## config.mk

```make
export PLATFORM = sky130hd
export DESIGN_NAME = pack_saturate_unit
export DESIGN_NICKNAME = d
export VERILOG_FILES = /design/src/rtl/pack_saturate_unit.sv
export SDC_FILE = /design/constraint.sdc
export NUM_CORES = 1
export LEC_CHECK = 0
export BUFFER_PORTS_ARGS = -buffer_cell sky130_fd_sc_hd__buf_4
export CORE_MARGIN = 2
export CORE_UTILIZATION = 50
export CTS_CLUSTER_SIZE = 20
export DETAILED_ROUTE_END_ITERATION = 6
export PLACE_DENSITY = 0.77
export SLEW_MARGIN = 40
export SYNTH_ARGS = -nofsm -noshare
export SYNTH_HDL_FRONTEND = slang
export SYNTH_SLANG_ARGS = --single-unit
```

## constraint.sdc

```tcl
create_clock -name clk -period 2.2 [get_ports clk]
set_clock_uncertainty 0.1 [all_clocks]
set_input_delay 0.22 -clock clk [delete_from_list [all_inputs] [get_ports clk]]
set_output_delay 0.22 -clock clk [all_outputs]
set_load 0.02 [all_outputs]
```

## src/rtl/pack_saturate_unit.sv

```systemverilog
module pack_saturate_unit #(
  parameter logic [7:0] OPC_DW_SW = 8'h6B,
  parameter logic [7:0] OPC_W_SB  = 8'h63,
  parameter logic [7:0] OPC_W_UB  = 8'h67
) (
  input  logic        clk,
  input  logic        rst_n,
  input  logic        in_valid,
  input  logic [7:0]  opcode,
  input  logic [63:0] dst_op,
  input  logic [63:0] src_op,
  output logic        out_valid,
  output logic        out_write,
  output logic        out_illegal,
  output logic [63:0] out_data
);

  localparam logic [1:0] M_DW_SW = 2'd0;
  localparam logic [1:0] M_W_SB  = 2'd1;
  localparam logic [1:0] M_W_UB  = 2'd2;
  localparam logic [1:0] M_BAD   = 2'd3;

  function automatic logic [15:0] clamp_s16(input logic signed [31:0] v);
    if (v > 32'sd32767)       return 16'h7FFF;
    else if (v < -32'sd32768) return 16'h8000;
    else                      return v[15:0];
  endfunction

  function automatic logic [7:0] clamp_s8(input logic signed [15:0] v);
    if (v > 16'sd127)       return 8'h7F;
    else if (v < -16'sd128) return 8'h80;
    else                    return v[7:0];
  endfunction

  function automatic logic [7:0] clamp_u8(input logic signed [15:0] v);
    if (v < 16'sd0)        return 8'h00;
    else if (v > 16'sd255) return 8'hFF;
    else                   return v[7:0];
  endfunction

  logic [1:0] dec_mode;
  always_comb begin
    case (opcode)
      OPC_DW_SW: dec_mode = M_DW_SW;
      OPC_W_SB:  dec_mode = M_W_SB;
      OPC_W_UB:  dec_mode = M_W_UB;
      default:   dec_mode = M_BAD;
    endcase
  end

  logic        s1_valid;
  logic [1:0]  s1_mode;
  logic [63:0] s1_dst, s1_src;

  always_ff @(posedge clk) begin
    if (!rst_n) begin
      s1_valid <= 1'b0;
      s1_mode  <= M_BAD;
      s1_dst   <= '0;
      s1_src   <= '0;
    end else begin
      s1_valid <= in_valid;
      if (in_valid) begin
        s1_mode <= dec_mode;
        s1_dst  <= dst_op;
        s1_src  <= src_op;
      end
    end
  end

  logic [63:0] opnd [2];
  assign opnd[0] = s1_dst;
  assign opnd[1] = s1_src;

  logic [63:0] res_sw, res_sb, res_ub;

  for (genvar g = 0; g < 2; g++) begin : g_half
    for (genvar w = 0; w < 2; w++) begin : g_dw
      assign res_sw[g*32 + w*16 +: 16] = clamp_s16(opnd[g][w*32 +: 32]);
    end
    for (genvar b = 0; b < 4; b++) begin : g_w
      assign res_sb[g*32 + b*8 +: 8] = clamp_s8(opnd[g][b*16 +: 16]);
      assign res_ub[g*32 + b*8 +: 8] = clamp_u8(opnd[g][b*16 +: 16]);
    end
  end

  logic [63:0] res_sel;
  always_comb begin
    case (s1_mode)
      M_DW_SW: res_sel = res_sw;
      M_W_SB:  res_sel = res_sb;
      M_W_UB:  res_sel = res_ub;
      default: res_sel = s1_dst;
    endcase
  end

  always_ff @(posedge clk) begin
    if (!rst_n) begin
      out_valid   <= 1'b0;
      out_write   <= 1'b0;
      out_illegal <= 1'b0;
      out_data    <= '0;
    end else begin
      out_valid   <= s1_valid;
      out_write   <= s1_valid && (s1_mode != M_BAD);
      out_illegal <= s1_valid && (s1_mode == M_BAD);
      if (s1_valid) out_data <= res_sel;
    end
  end

  assert_latency_R6: assert property (@(posedge clk) disable iff (!rst_n)
    in_valid |-> ##2 out_valid);

  assert_illegal_flag_R7: assert property (@(posedge clk) disable iff (!rst_n)
    out_valid |-> (out_illegal == ($past(opcode, 2) != OPC_DW_SW &&
                                   $past(opcode, 2) != OPC_W_SB &&
                                   $past(opcode, 2) != OPC_W_UB)));

  assert_dst_kept_R7: assert property (@(posedge clk) disable iff (!rst_n)
    out_illegal |-> (out_data == $past(dst_op, 2)));

  assert_sw_high_clamp_R1: assert property (@(posedge clk) disable iff (!rst_n)
    (out_write && $past(opcode, 2) == OPC_DW_SW &&
     $signed($past(src_op[31:0], 2)) > 32'sd32767) |-> (out_data[47:32] == 16'h7FFF));

  assert_sb_low_clamp_R2: assert property (@(posedge clk) disable iff (!rst_n)
    (out_write && $past(opcode, 2) == OPC_W_SB &&
     $signed($past(dst_op[15:0], 2)) < -16'sd128) |-> (out_data[7:0] == 8'h80));

  assert_ub_negative_R3: assert property (@(posedge clk) disable iff (!rst_n)
    (out_write && $past(opcode, 2) == OPC_W_UB && $past(dst_op[15], 2))
      |-> (out_data[7:0] == 8'h00));

endmodule

```

==> flow_summary.ini <==
[final_layout]
instances_no_fill = 1529
final_common_cell = buf_4
final_area_sq_um = 13200
final_core_util_pct = 73.0
nets = 1425
final_cell_mix = buf_4 (261), dfxtp_1 (198), nor2b_1 (130), dlygate4sd3_1 (129), mux2i_1 (128)
area_growth_syn_to_layout_pct = 42.3
layout-drive-gt1-share_pct = 24.8

[global_route]
grt_max_degree = 81
grt_util_all_layers_pct = 30.3
grt_pass1_vias = 8994
antenna_found_initial = 0
grt-ovfl-total = 0
grt_pass1_wl_microns = 47800

[drt]
vias = 9205
drt_iter0_markers = 899
routed_wl_microns = 30600
drt-vias-per-instance = 6.02
drtAntennaViolNets = 0
routedWlPerCell_microns = 20.0
dr.pass1.iters = 7
drc = 7

[setup_path]
slowest_stage = or4_4
arrival_ps = 2360
endpoint_kind = flop
crit_path_start = s1_src[27]$_SDFFE_PN0P_
critPathRequiredTime_ps = 2420
critical_path_class = reg -> reg
critPathBufInv = 0
worstReg2RegStart = s1_src[27]$_SDFFE_PN0P_
crit_family = compound AO/OA/AOI/OAI gates
path_max_fanout = 7
cp-start-kind = flop
path_cells = or4_4, o41a_1, nand2_4, a21oi_4, a221o_1
cpPeakStageDelay_ps = 570

[clocking]
cts_setup_buffers = 0
cts.sinks = 198
h-tree-depth = 4
cts_buffer_depth = 2
cts_buffers = 17
worstSkewPairLatency_ps = 440
cts_tree = built
root_buffer = clkbuf_16
clkTransAtPathRegs_ps = 70

[synthesis]
ys_async_sr_fraction_pct = 0
yosysSeqAreaShare_pct = 42.7
synth-seq-cells = 198
yosysWarningCount = 0
synth_fp_nets = 1083
synth.distinct_cells = 70
synthCells = 944
synth_flop_cell = dfxtp_1
synth_edf_count = 0
syn_area_sq_um = 9280
syn_area_per_cell_sq_um = 9.83

[sta]
finalCritPeriodShare_pct = 97.3
clock.fmax_mhz = 467
worst_pin_slew_ps = 754
hold_slack_ps = 30.3
setup_violations = 0
drv_slew = 0
rsz0062_at_grt = no
slew_headroom_pct = 49.7
min_period_ps = 2140
fin_ws_ps = 58.5
fin_setup_tns_ps = 0
hold_viol_final = 0

[pwr]
netSwitchingFraction_pct = 25.1
p_comb_share_pct = 14.3
peakVddDrop_uv = 514
p_clk_share_pct = 39.7
intPower_mw = 6.43
powerDensity_nw_per_um2 = 651
leakage_nw = 5.57
p_switching_mw = 2.15
power_mw = 8.59
p_seq_share_pct = 46.0

[place]
placed_area_sq_um = 11200
portBuffers = 205
dp_slack_ps = 58.6
placedCellCount = 1367
hpwl_microns = 20300
routabilityCongestion = 0.890

[floorplan]
core_sq_um = 18100
num_rows = 49
die_area_sq_um = 19700
io-pin-count = 206
die_x_microns = 140
initial_utilization_pct = 51.3
die_h_microns = 140

[job]
cap_viol_max_count = 0

[status]
violations = design-rule violations
outcome = finished, violations left

[worst_hold_path]
worstHoldStart = opcode[3]
worstHoldPathType = in -> reg
[final cells by class]
type | instances | area [sq um]
fill | 1231 | 4890
timing repair buffer | 394 | 3320
clock inverter | 12 | 174
clock buffer | 20 | 467
inverter | 12 | 45.0
tap | 229 | 287
sequential | 198 | 3960
multi-input combinational | 663 | 4940
antenna | 1 | 2.50
[metal layers]
layer	share of wire [%]	track usage (%)	up-vias
met5	0	0	-
li1	-	-	4277
met3	8.0	6.26	67
met4	2.5	9.30	0
met1	42	39.8	4374
met2	48	50.4	487
[sequential cells by signal (all words and copies together), names as in the netlist]
name / flops
out_data: 64
out_illegal: 1
out_valid: 1
out_write: 1
s1_dst: 64
s1_mode: 2
s1_src: 64
s1_valid: 1
[repair_timing]
item	CTS	global route
hold buffers	129	0
endpoints found under the setup margin	0	18
endpoints found under the hold margin	129	0
gates resized for setup	0	4
[Yosys cell counts, drive strengths merged, types with 3 or more instances]
master | number | area, sq um
o211ai | 4 | 30.0
a2bb2oi | 6 | 52.6
nand2 | 37 | 146
or4 | 5 | 41.3
o32ai | 3 | 33.8
and2 | 5 | 31.3
nand2b | 5 | 31.3
buf | 21 | 106
o21ai | 28 | 144
a222oi | 14 | 140
dfxtp | 198 | 3960
mux2i | 128 | 1280
o31ai | 6 | 45.0
or3 | 5 | 31.3
a211oi | 7 | 52.6
a211o | 6 | 52.6
a21oi | 38 | 201
a32oi | 3 | 26.3
nand3 | 8 | 40.0
clkbuf | 50 | 269
nor4 | 19 | 119
o211a | 5 | 50.1
nand4 | 21 | 131
a22oi | 6 | 45.0
o22ai | 8 | 50.1
a31oi | 23 | 144
a22o | 27 | 245
a221o | 13 | 130
inv | 12 | 45.0
o221ai | 26 | 228
nor2 | 21 | 78.8
o21bai | 11 | 82.6
nor3 | 8 | 40.0
a221oi | 11 | 103
nor2b | 130 | 813
[worst register-to-register path, delay by kind of cell, from the launching register on]
family           cells  cell delay [ps]
AND/OR/NAND/NOR      2              690
AO/OA/AOI/OAI        3              910
flip-flops           1              330
[kinds of logic after synthesis]
kind of cell,Yosys count,share of synthesized area (%)
and+or+nand+nor,271,16.8
AOI/OAI and AO/OA,262,21.9
DFF,198,42.7
muxes,128,13.8
buffers and inverters,83,4.53
xor gates and xnor gates,2,0.189
[power groups by stage]
stage	registers, mW	logic [mW]	clock network [mW]
6_report	3.95	1.23	3.41
3_3_place_gp	4.01	0.999	0
3_5_place_dp	4.02	1.01	0
5_1_grt	3.96	1.32	3.58
2_1_floorplan	3.97	0.584	0
4_1_cts	3.94	1.20	3.42
[worst paths after layout]
check | to | slack (ps) | cells past startpoint
setup reg to reg | out_data[37]$_SDFFE_PN0P_ | 60 | 5
hold / removal | s1_mode[0]$_SDFFE_PN1P_ | 30 | 5
setup / recovery | out_data[37]$_SDFFE_PN0P_ | 60 | 5
hold reg to reg | out_data[38]$_SDFFE_PN0P_ | 390 | 1
Power figures use the tool's default switching activity.
